$ cat src/rtl/cal_pkg.sv
`timescale 1ns/1ps
package cal_pkg;
  localparam int NFLD   = 8;
  localparam int I_SEC  = 0;
  localparam int I_MIN  = 1;
  localparam int I_HOUR = 2;
  localparam int I_WDAY = 3;
  localparam int I_MDAY = 4;
  localparam int I_MON  = 5;
  localparam int I_YEAR = 6;
  localparam int I_CENT = 7;

  typedef logic [7:0] bcd8_t;
  typedef logic [NFLD-1:0][7:0] tset_t;

  // one BCD increment, no range limit
  function automatic bcd8_t bcd_step(bcd8_t v);
    if (v[3:0] >= 4'd9) return {v[7:4] + 4'd1, 4'd0};
    else                return {v[7:4], v[3:0] + 4'd1};
  endfunction

  function automatic bcd8_t fld_mask(int i);
    case (i)
      I_SEC, I_MIN:   return 8'h7F;
      I_HOUR, I_MDAY: return 8'h3F;
      I_WDAY:         return 8'h07;
      I_MON:          return 8'h1F;
      default:        return 8'hFF;
    endcase
  endfunction

  function automatic bcd8_t fld_reset(int i);
    case (i)
      I_WDAY, I_MDAY, I_MON: return 8'h01;
      I_CENT:                return 8'h20;
      default:               return 8'h00;
    endcase
  endfunction

  function automatic bcd8_t fld_floor(int i);
    case (i)
      I_WDAY, I_MDAY, I_MON: return 8'h01;
      default:               return 8'h00;
    endcase
  endfunction

  function automatic bcd8_t fld_ceiling(int i);
    case (i)
      I_SEC, I_MIN: return 8'h59;
      I_HOUR:       return 8'h23;
      I_WDAY:       return 8'h07;
      I_MDAY:       return 8'h31;
      I_MON:        return 8'h12;
      default:      return 8'h99;
    endcase
  endfunction

  // value = 10*tens + ones; divisible by 4 iff (2*tens + ones) mod 4 == 0
  function automatic logic leap_bcd(bcd8_t y);
    logic [1:0] s;
    s = y[1:0] + {y[4], 1'b0};
    return (s == 2'd0);
  endfunction

  function automatic bcd8_t days_in_month(bcd8_t mon, bcd8_t yr);
    case (mon)
      8'h02:                      return leap_bcd(yr) ? 8'h29 : 8'h28;
      8'h04, 8'h06, 8'h09, 8'h11: return 8'h30;
      default:                    return 8'h31;
    endcase
  endfunction
endpackage

$ cat src/rtl/cal_bcd_ctr.sv
`timescale 1ns/1ps
module cal_bcd_ctr import cal_pkg::*; #(
  parameter bcd8_t RST_VAL = 8'h00,
  parameter bcd8_t FLOOR   = 8'h00,
  parameter bcd8_t MASK    = 8'hFF
) (
  input  logic  clk,
  input  logic  rst_n,
  input  logic  step_i,
  input  logic  load_i,
  input  bcd8_t load_val_i,
  input  bcd8_t ceil_i,
  output bcd8_t val_o
);
  bcd8_t q, nxt;
  logic  at_top;

  assign at_top = (q == ceil_i);

  always_comb begin
    nxt = q;
    if (load_i)      nxt = load_val_i & MASK;
    else if (step_i) nxt = at_top ? FLOOR : (bcd_step(q) & MASK);
  end

  always_ff @(posedge clk or negedge rst_n) begin
    if (!rst_n) q <= RST_VAL;
    else        q <= nxt;
  end

  assign val_o = q;
endmodule

$ cat src/rtl/cal_time_core.sv
`timescale 1ns/1ps
module cal_time_core import cal_pkg::*; (
  input  logic            clk,
  input  logic            rst_n,
  input  logic            sec_pulse_i,
  input  logic [NFLD-1:0] load_i,
  input  tset_t           load_val_i,
  output tset_t           now_o,
  output bcd8_t           mlen_o,
  output logic            sec_wrap_o,
  output logic            wday_wrap_o,
  output logic            mday_wrap_o
);
  logic [NFLD-1:0] step;
  logic [NFLD-2:0] at_top;
  logic sec_wrap, min_wrap, day_wrap, wday_wrap, mday_wrap, mon_wrap, year_wrap;

  assign mlen_o = days_in_month(now_o[I_MON], now_o[I_YEAR]);

  for (genvar i = 0; i < NFLD; i++) begin : g_fld
    bcd8_t ceil_v;
    if (i == I_MDAY) begin : g_dyn
      assign ceil_v = mlen_o;
    end else begin : g_fix
      assign ceil_v = fld_ceiling(i);
    end
    cal_bcd_ctr #(
      .RST_VAL(fld_reset(i)),
      .FLOOR  (fld_floor(i)),
      .MASK   (fld_mask(i))
    ) u_ctr (
      .clk       (clk),
      .rst_n     (rst_n),
      .step_i    (step[i]),
      .load_i    (load_i[i]),
      .load_val_i(load_val_i[i]),
      .ceil_i    (ceil_v),
      .val_o     (now_o[i])
    );
    if (i < NFLD-1) begin : g_top
      assign at_top[i] = (now_o[i] == ceil_v);
    end
  end

  // carry chain; a field being loaded passes no carry on
  assign sec_wrap  = sec_pulse_i & ~load_i[I_SEC]  & at_top[I_SEC];
  assign min_wrap  = sec_wrap    & ~load_i[I_MIN]  & at_top[I_MIN];
  assign day_wrap  = min_wrap    & ~load_i[I_HOUR] & at_top[I_HOUR];
  assign wday_wrap = day_wrap    & ~load_i[I_WDAY] & at_top[I_WDAY];
  assign mday_wrap = day_wrap    & ~load_i[I_MDAY] & at_top[I_MDAY];
  assign mon_wrap  = mday_wrap   & ~load_i[I_MON]  & at_top[I_MON];
  assign year_wrap = mon_wrap    & ~load_i[I_YEAR] & at_top[I_YEAR];

  assign step = {year_wrap, mon_wrap, mday_wrap, day_wrap,
                 day_wrap, min_wrap, sec_wrap, sec_pulse_i};

  assign sec_wrap_o  = sec_wrap;
  assign wday_wrap_o = wday_wrap;
  assign mday_wrap_o = mday_wrap;
endmodule

$ cat src/rtl/cal_host_regs.sv
`timescale 1ns/1ps
module cal_host_regs import cal_pkg::*; #(
  parameter int                ADDR_W    = 4,
  parameter logic [ADDR_W-1:0] CTRL_ADDR = '1
) (
  input  logic              clk,
  input  logic              rst_n,
  input  logic              wr_i,
  input  logic [ADDR_W-1:0] addr_i,
  input  bcd8_t             wdata_i,
  output bcd8_t             rdata_o,
  input  tset_t             now_i,
  output logic [NFLD-1:0]   load_o,
  output tset_t             load_val_o,
  output tset_t             shadow_o,
  output logic              xfer_en_o,
  output logic              commit_o,
  output logic              dirty_o
);
  localparam int HI_W = 8 - 5;

  tset_t           shadow_q;
  logic            xfer_en_q, dirty_q;
  logic [HI_W-1:0] mon_hi_q;
  logic            fld_sel, fld_wr, ctrl_wr, commit;
  logic [2:0]      fld_idx;

  assign fld_sel = (addr_i < ADDR_W'(NFLD));
  assign fld_idx = addr_i[2:0];
  assign fld_wr  = wr_i & fld_sel;
  assign ctrl_wr = wr_i & (addr_i == CTRL_ADDR);
  assign commit  = ctrl_wr & wdata_i[7] & ~xfer_en_q & dirty_q;

  for (genvar i = 0; i < NFLD; i++) begin : g_hold
    logic hit;
    assign hit           = fld_wr & (fld_idx == 3'(i));
    assign load_o[i]     = commit | (hit & xfer_en_q);
    assign load_val_o[i] = commit ? shadow_q[i] : wdata_i;

    always_ff @(posedge clk or negedge rst_n) begin
      if (!rst_n)                  shadow_q[i] <= fld_reset(i);
      else if (hit && !xfer_en_q)  shadow_q[i] <= wdata_i & fld_mask(i);
      else if (xfer_en_q)          shadow_q[i] <= now_i[i];
    end
  end

  always_ff @(posedge clk or negedge rst_n) begin
    if (!rst_n) begin
      xfer_en_q <= 1'b1;
      dirty_q   <= 1'b0;
      mon_hi_q  <= '0;
    end else begin
      if (ctrl_wr) xfer_en_q <= wdata_i[7];
      if (ctrl_wr && wdata_i[7])     dirty_q <= 1'b0;
      else if (fld_wr && !xfer_en_q) dirty_q <= 1'b1;
      if (fld_wr && fld_idx == 3'(I_MON)) mon_hi_q <= wdata_i[7:8-HI_W];
    end
  end

  always_comb begin
    rdata_o = '0;
    if (fld_sel) begin
      rdata_o = shadow_q[fld_idx];
      if (fld_idx == 3'(I_MON)) rdata_o[7:8-HI_W] = mon_hi_q;
    end else if (addr_i == CTRL_ADDR) begin
      rdata_o[7] = xfer_en_q;
    end
  end

  assign shadow_o  = shadow_q;
  assign xfer_en_o = xfer_en_q;
  assign commit_o  = commit;
  assign dirty_o   = dirty_q;
endmodule

$ cat src/rtl/bcd_calendar_clock.sv
`timescale 1ns/1ps
module bcd_calendar_clock import cal_pkg::*; #(
  parameter int                ADDR_W    = 4,
  parameter logic [ADDR_W-1:0] CTRL_ADDR = '1
) (
  input  logic              clk,
  input  logic              rst_n,
  input  logic              sec_tick,
  input  logic              bus_wr,
  input  logic [ADDR_W-1:0] bus_addr,
  input  logic [7:0]        bus_wdata,
  output logic [7:0]        bus_rdata
);
  tset_t           core_now, shadow, load_val;
  logic [NFLD-1:0] load;
  bcd8_t           mlen;
  logic            xfer_en, commit, dirty;
  logic            sec_wrap, wday_wrap, mday_wrap;

  cal_host_regs #(.ADDR_W(ADDR_W), .CTRL_ADDR(CTRL_ADDR)) u_regs (
    .clk       (clk),
    .rst_n     (rst_n),
    .wr_i      (bus_wr),
    .addr_i    (bus_addr),
    .wdata_i   (bus_wdata),
    .rdata_o   (bus_rdata),
    .now_i     (core_now),
    .load_o    (load),
    .load_val_o(load_val),
    .shadow_o  (shadow),
    .xfer_en_o (xfer_en),
    .commit_o  (commit),
    .dirty_o   (dirty)
  );

  cal_time_core u_core (
    .clk        (clk),
    .rst_n      (rst_n),
    .sec_pulse_i(sec_tick),
    .load_i     (load),
    .load_val_i (load_val),
    .now_o      (core_now),
    .mlen_o     (mlen),
    .sec_wrap_o (sec_wrap),
    .wday_wrap_o(wday_wrap),
    .mday_wrap_o(mday_wrap)
  );
endmodule

$ cat config.mk
export PLATFORM = sky130hd
export DESIGN_NAME = bcd_calendar_clock
export DESIGN_NICKNAME = d
export VERILOG_FILES = /design/src/rtl/cal_pkg.sv /design/src/rtl/cal_bcd_ctr.sv /design/src/rtl/cal_time_core.sv /design/src/rtl/cal_host_regs.sv /design/src/rtl/bcd_calendar_clock.sv
export SDC_FILE = /design/constraint.sdc
export NUM_CORES = 1
export LEC_CHECK = 0
export BUFFER_PORTS_ARGS = -buffer_cell sky130_fd_sc_hd__buf_4
export CORE_ASPECT_RATIO = 0.9
export CORE_MARGIN = 1
export CORE_UTILIZATION = 44
export DETAILED_ROUTE_END_ITERATION = 8
export GPL_ROUTABILITY_DRIVEN = 1
export PLACE_DENSITY = 0.63
export SLEW_MARGIN = 20
export SYNTH_ARGS = -nofsm -noshare
export SYNTH_HDL_FRONTEND = slang
export SYNTH_HIERARCHICAL = 1
export SYNTH_SLANG_ARGS = --single-unit
$ cat constraint.sdc
create_clock -name clk -period 6 [get_ports clk]
set_clock_uncertainty 0.2 [all_clocks]
set_input_delay 1.2 -clock clk [delete_from_list [all_inputs] [get_ports clk]]
set_output_delay 1.2 -clock clk [all_outputs]
set_load 0.05 [all_outputs]
==> impl_results.md, run 1 <==
- Tcrit/Tclk final: 0.854
- Maximum clock frequency: 195 MHz
- Static leakage: between 4 and 5 nW
- Crit Reg-Reg Endpoint: u_core/g_fld[7].u_ctr/val_o[6]$_DFFE_PN0P_
- Pwr Density: between 300 and 400 mW/mm2
- Final instance area: 0.0101 mm2
- Die ar.: between 0.02 and 0.025 mm2
- Core area: between 0.02 and 0.025 mm2
- Number of setup buffers added after CTS: 0
- Clock transition at the registers of the reported paths: 0.06 ns
- Initial antenna violation count: 0
- Critical path class: in -> reg
- DP HPWL: 18200 um
- Post-Syn Area: 0.00917 mm2
- First-iteration detailed-routing DRC count: approximately 1300
- Sink Count: between 100 and 150
- Post-CTS Resized: 0
- Gate Count Post-Synth: around 1000
- Die H: roughly 140 um
- Wirelength per Cell: approximately 20 um
- TritonCTS Buffers: 17
- I/O pins: 24
- GRT Util Overall: 0.255
- Syn_area_per_cell: a little under 9 um2
- H-tree Lvls: 4
- Endpoint class of the critical path: flop
- Reg2Reg Depth: 11
- Fin. Hold Viols: 0
- Data required, critical path: around 6.2 ns
- Final worst-path setup slack: approximately 0.9 ns
- Worst-path fanout max: 31
- Inserted Diodes: 0
- Actual slew at the worst max-slew pin: between 1 and 1.5 ns
- # port buffers: 23
- Area Overhead vs Synth: 10.6%
- Root Driver: clkbuf_16
- CTS tree: built
- Fin crit period: around 5 ns
- Number of global-route vias before repair: 7530
- WP data arrival: around 5.3 ns
- Met2 WL: approximately 11000 um
- Worst R2R Start: u_regs/xfer_en_o$_DFFE_PN1P_
- Cts-stage hold buffer count: 0
- DRT Wirelength: between 20000 and 30000 um
- Crit path cell chain: buf_4 -> and4_1 -> and3_4 -> a31o_1 -> or4b_2 -> nor4_1 -> nand4_1 -> a2111oi_2 -> inv_2 -> or3_1 -> a21o_1 -> a2bb2oi_2
- Initial Util: 0.455
- Hold EP: u_regs/dirty_o$_DFFE_PN0P_
- Clk buf depth: 2
- Largest net degree at the start of global routing: 86
- Share of cells above drive strength 1: 0.136
- Post-place setup slack: 0.525 ns
- Synth warn: 6
- Remaining antenna violation count: 0
- DR top layer: met4
- Reg2Reg Setup Slack: 0.94 ns
- Row count: between 40 and 50
- Total power: around 3.8 mW
- First-pass GRT wire length: around 43000 um
- Clock insertion delay at the later pin of the skew report: between 0.4 and 0.5 ns
- Slowest cell delay on critical path: a little under 0.7 ns
- Outcome: finished clean
- WHS Path Cells: 1
- Congestion Overflow GR: 0
- Slew Limit Headroom: 0.254
- Post-route DRC: 0
- Vias per std cell: roughly 6
- Hold_sp: u_regs/dirty_o$_DFFE_PN0P_
- # fillers: between 1500 and 2000
- Pins Over Slew Limit: 0
- Critical Path Slowest Stage Cell: or4b_2
- Class of the worst hold path: reg -> reg
- DR WL met3: about 2200 um
- Wl on met1: 12300 um
- RSZ-0062 raised after global routing: no
- Final Wtd Congestion: approximately 0.86
- Max Cap Viol: 0
- Post-DP Area: between 0.009 and 0.01 mm2
- Setup tns final: 0 ns
- Via count: roughly 8200
- Final setup vio count: 0
- Top cell family by delay on the critical path: simple AND/OR/NAND/NOR gates
- Final #Nets: between 1000 and 1500
- CP Buf/Inv Count: 2
- Die Wd: between 150 and 200 um
- Max VDD drop: ~0.20 mV
- DRT Pass-1 Iters: 5
- Startpoint types: primary input
==> how the worst max path moves through the flow <==
stage | startpoint | end | slack, ns | cells after the start
6_report | bus_addr[2] | u_core/g_fld[7].u_ctr/val_o[6]$_DFFE_PN0P_ | 0.88 | 12
5_1_grt | bus_addr[2] | u_core/g_fld[7].u_ctr/val_o[6]$_DFFE_PN0P_ | 0.69 | 12
4_1_cts | bus_addr[2] | u_core/g_fld[7].u_ctr/val_o[6]$_DFFE_PN0P_ | 0.95 | 12
3_5_place_dp | bus_addr[2] | u_core/g_fld[7].u_ctr/val_o[6]$_DFFE_PN0P_ | 0.52 | 12
3_3_place_gp | bus_addr[2] | u_core/g_fld[7].u_ctr/val_o[6]$_DFFE_PN0P_ | 0.65 | 12
2_1_floorplan | bus_addr[0] | u_core/g_fld[6].u_ctr/val_o[6]$_DFFE_PN0P_ | 0.57 | 15
==> flip-flops by register name, summed over array words and instances (netlist names) <==
name / cells
u_core/g_fld.u_ctr/val_o: 50
u_regs/xfer_en_o: 1
u_regs/mon_hi_q: 3
u_regs/shadow_o: 61
u_regs/dirty_o: 1
==> metrics by stage <==
| stage | hold slack, ns | utilization | std cells |
|---|---|---|---|
| 6_report | 0.285 | 0.503 | 1354 |
| 5_1_grt | 0.304 | 0.503 | 1354 |
| 4_1_cts | 0.286 | 0.502 | 1354 |
| 3_5_place_dp | 0.274 | 0.474 | 1322 |
| 3_3_place_gp | 0.272 | 0.474 | 1322 |
| 2_1_floorplan | 0.253 | - | 1115 |
==> layout make-up <==
| class | instances | area, um2 | area share |
|---|---|---|---|
| clock buffers | 29 | 531 | 0.0523 |
| multi-input cells | 852 | 5810 | 0.573 |
| inverters | 59 | 221 | 0.0218 |
| flip-flops and latches | 116 | 2920 | 0.288 |
| well taps | 255 | 319 | 0.0315 |
| clock inverters | 3 | 40.0 | 0.00395 |
| repair buffers | 40 | 304 | 0.0300 |
==> cell usage in the layout (no fill, tap or decap), types with 7 or more instances in the layout <==
cell type and n:
dfrtp_1 107, o21ai_0 91, a21oi_1 83, conb_1 79
a31oi_1 62, nor2b_1 58, inv_1 56, a21o_1 56
nand2_1 51, buf_4 39, nor2_1 35, ha_1 26
xnor2_1 24, xor2_1 23, clkbuf_16 17, nand3_1 17
o21ai_1 16, mux4_2 14, nand2b_1 13, nor3b_1 11
a31o_1 9, nand4_1 8, dfstp_2 8, a22oi_1 7
==> per-layer routing <==
layer,track usage,up-vias
met5,0,-
met4,0.104,0
met3,0.0525,55
met2,0.359,362
met1,0.378,3985
li1,-,3793
==> where the power goes <==
| group | switching (mW) | internal [mW] |
|---|---|---|
| Combinational | 0.695 | 0.601 |
| Sequential | 0.440 | 1.08 |
| Clock | 0.355 | 0.635 |
| Total | 1.49 | 2.32 |
Power figures use the tool's default switching activity.
==> run 2: changes to the inputs <==
==> constraint.sdc (replaced) <==
create_clock -name clk -period 6.1 [get_ports clk]
set_clock_uncertainty 0.2 [all_clocks]
set_input_delay 1.22 -clock clk [delete_from_list [all_inputs] [get_ports clk]]
set_output_delay 1.22 -clock clk [all_outputs]
set_load 0.05 [all_outputs]
==> run 2 against run 1 <==
- final cell count shrank 0.15%
- first-iteration DRC count shrank 34%
- global-route usage is essentially flat
- critical endpoint unchanged
- register-to-register slack gained 0.02 ns
- cell area shrank 0.11%
- routed wire length shrank 0.76%
- worst hold slack lost 0.0011 ns
==> impl_results.md, run 2 (same netlist as run 1, synthesis figures left out) <==
- Outcome: finished clean
- TritonCTS Buffers: 17
- Share of power burned in registers: 0.399
- Endpoint class of the critical path: flop
- Clock transition at the registers of the reported paths: about 0.060 ns
- Pwr Density: approximately 370 mW/mm2
- Post-place setup slack: about 0.45 ns
- Max Cap Viol: 0
- Register area: 0.00292 mm2
- Critical Path Slowest Stage Cell: or4b_2
- Int Power: 2.29 mW
- Fin util: 0.502
- Number of setup buffers added after CTS: 0
- Max VDD drop: about 0.15 mV
- First-iteration detailed-routing DRC count: ~840
- Share of cells above drive strength 1: 0.135
- DP HPWL: about 18000 um
- Fin. Hold Viols: 0
- Row count: 49
- Largest net degree at the start of global routing: 86
- Class of the worst hold path: reg -> reg
- Cts-stage hold buffer count: 0
- DRT Pass-1 Iters: 5
- Final Instance Count excl. Fillers: approximately 1400
- Core area: around 0.020 mm2
- Remaining antenna violation count: 0
- Sw power: 1.47 mW
- CTS tree: built
- Commonest non-fill, non-tap cell in the layout: dfrtp_1
- Final setup vio count: 0
- WP data arrival: roughly 5.4 ns
- Static leakage: between 4 and 5 nW
- RSZ-0062 raised after global routing: no
- Fin crit period: 5.24 ns
- Comb pwr share: 0.338
- Post-DP Area: ~0.0095 mm2
- Number of flip-flops in the largest register: 61
- Sw frac: 0.391
- Final instance area: approximately 0.010 mm2
- Initial antenna violation count: 0
- # fillers: 1935
- Final #Nets: about 1100
- Final worst-path setup slack: 0.865 ns
- Via count: 8173
- Pins Over Slew Limit: 0
- # port buffers: 23
- First-pass GRT wire length: ~42000 um
- Clock insertion delay at the later pin of the skew report: between 0.4 and 0.5 ns
- Root Driver: clkbuf_16
- Clk network pwr share: 0.263
- Congestion Overflow GR: 0
- Crit path cell chain: buf_4 -> and4_1 -> and3_4 -> a31o_1 -> or4b_2 -> nor4_1 -> nand4_1 -> a2111oi_2 -> inv_2 -> or3_1 -> a21o_1 -> a2bb2oi_2
- DRT Wirelength: 26500 um
- Final Wtd Congestion: 0.895
- Most frequent cells in the layout: dfrtp_1 (107), o21ai_0 (91), a21oi_1 (83)
- I/O pins: 24
- Worst hold slack: 0.284 ns
- Placed cells: about 1300
- Post-route DRC: 0
- Die H: 139 um
- Startpoint types: primary input
- Initial Util: 0.455
- Slew Limit Headroom: 0.208
- Die Wd: between 150 and 200 um
- Worst-path fanout max: 31
- Inserted Diodes: 0
- Footprint of the multi-input gates: between 0.005 and 0.006 mm2
- Setup tns final: 0 ns
- Vias per std cell: slightly above 6
- Post-CTS Resized: 0
- Maximum clock frequency: approximately 190 MHz
- GRT Util Overall: 0.256
- Actual slew at the worst max-slew pin: 1.18 ns
- Clk buf depth: 2
- Data required, critical path: approximately 6.3 ns
- Critical path class: in -> reg
- Area Overhead vs Synth: 10.5%
- Wirelength per Cell: around 20 um
- Slowest cell delay on critical path: between 0.6 and 0.7 ns
- Sink Count: between 100 and 150
- Die ar.: ~0.021 mm2
- Tcrit/Tclk final: 0.858
- Number of global-route vias before repair: ~7500
- Total power: 3.76 mW
- H-tree Lvls: 4
[run 2: path summary, 6_finish.rpt]
kind | startpoint | endpoint | slack, ns | depth (start not counted)
min in group asynchronous | rst_n | u_core/g_fld[0].u_ctr/val_o[1]$_DFFE_PN0P_ | 0.65 | 1
min reg2reg | u_regs/dirty_o$_DFFE_PN0P_ | u_regs/dirty_o$_DFFE_PN0P_ | 0.28 | 1
max reg2reg | u_regs/xfer_en_o$_DFFE_PN1P_ | u_core/g_fld[7].u_ctr/val_o[6]$_DFFE_PN0P_ | 0.96 | 11
max | bus_addr[1] | u_core/g_fld[7].u_ctr/val_o[6]$_DFFE_PN0P_ | 0.86 | 12
min | u_regs/dirty_o$_DFFE_PN0P_ | u_regs/dirty_o$_DFFE_PN0P_ | 0.28 | 1
max in group asynchronous | rst_n | u_core/g_fld[7].u_ctr/val_o[5]$_DFFE_PN1P_ | 4.00 | 2
[run 2: area by class of cell]
cell class,count,area share
Clock buffer,29,0.0533
Clock inverter,3,0.00395
Inverter,59,0.0219
Multi-Input combinational cell,852,0.573
Sequential cell,116,0.288
Tap cell,255,0.0315
Timing Repair Buffer,38,0.0285
[run 2: per-layer routing]
layer	GRT usage	vias up	part of all wire
li1	-	3791	-
met1	0.379	3983	0.47
met2	0.362	353	0.43
met3	0.0609	46	0.078
met4	0.0816	0	0.023
met5	0	-	0
[run 2: critical path: cells and delay by family]
family	cells	cell delay (ns)
and+or+nand+nor	6	2.41
AOI/OAI and AO/OA	4	1.32
buffers and inverters	2	0.42
[run 2: power groups by stage]
| stage | Combinational, mW | Sequential, mW | Clock, mW |
|---|---|---|---|
| after global routing | 1.42 | 1.55 | 1.04 |
| after CTS | 1.26 | 1.49 | 1.00 |
| after global placement | 1.23 | 1.49 | 0 |
| final | 1.27 | 1.50 | 0.988 |
| after floorplan | 1.07 | 1.30 | 0 |
| after detailed placement | 1.25 | 1.50 | 0 |
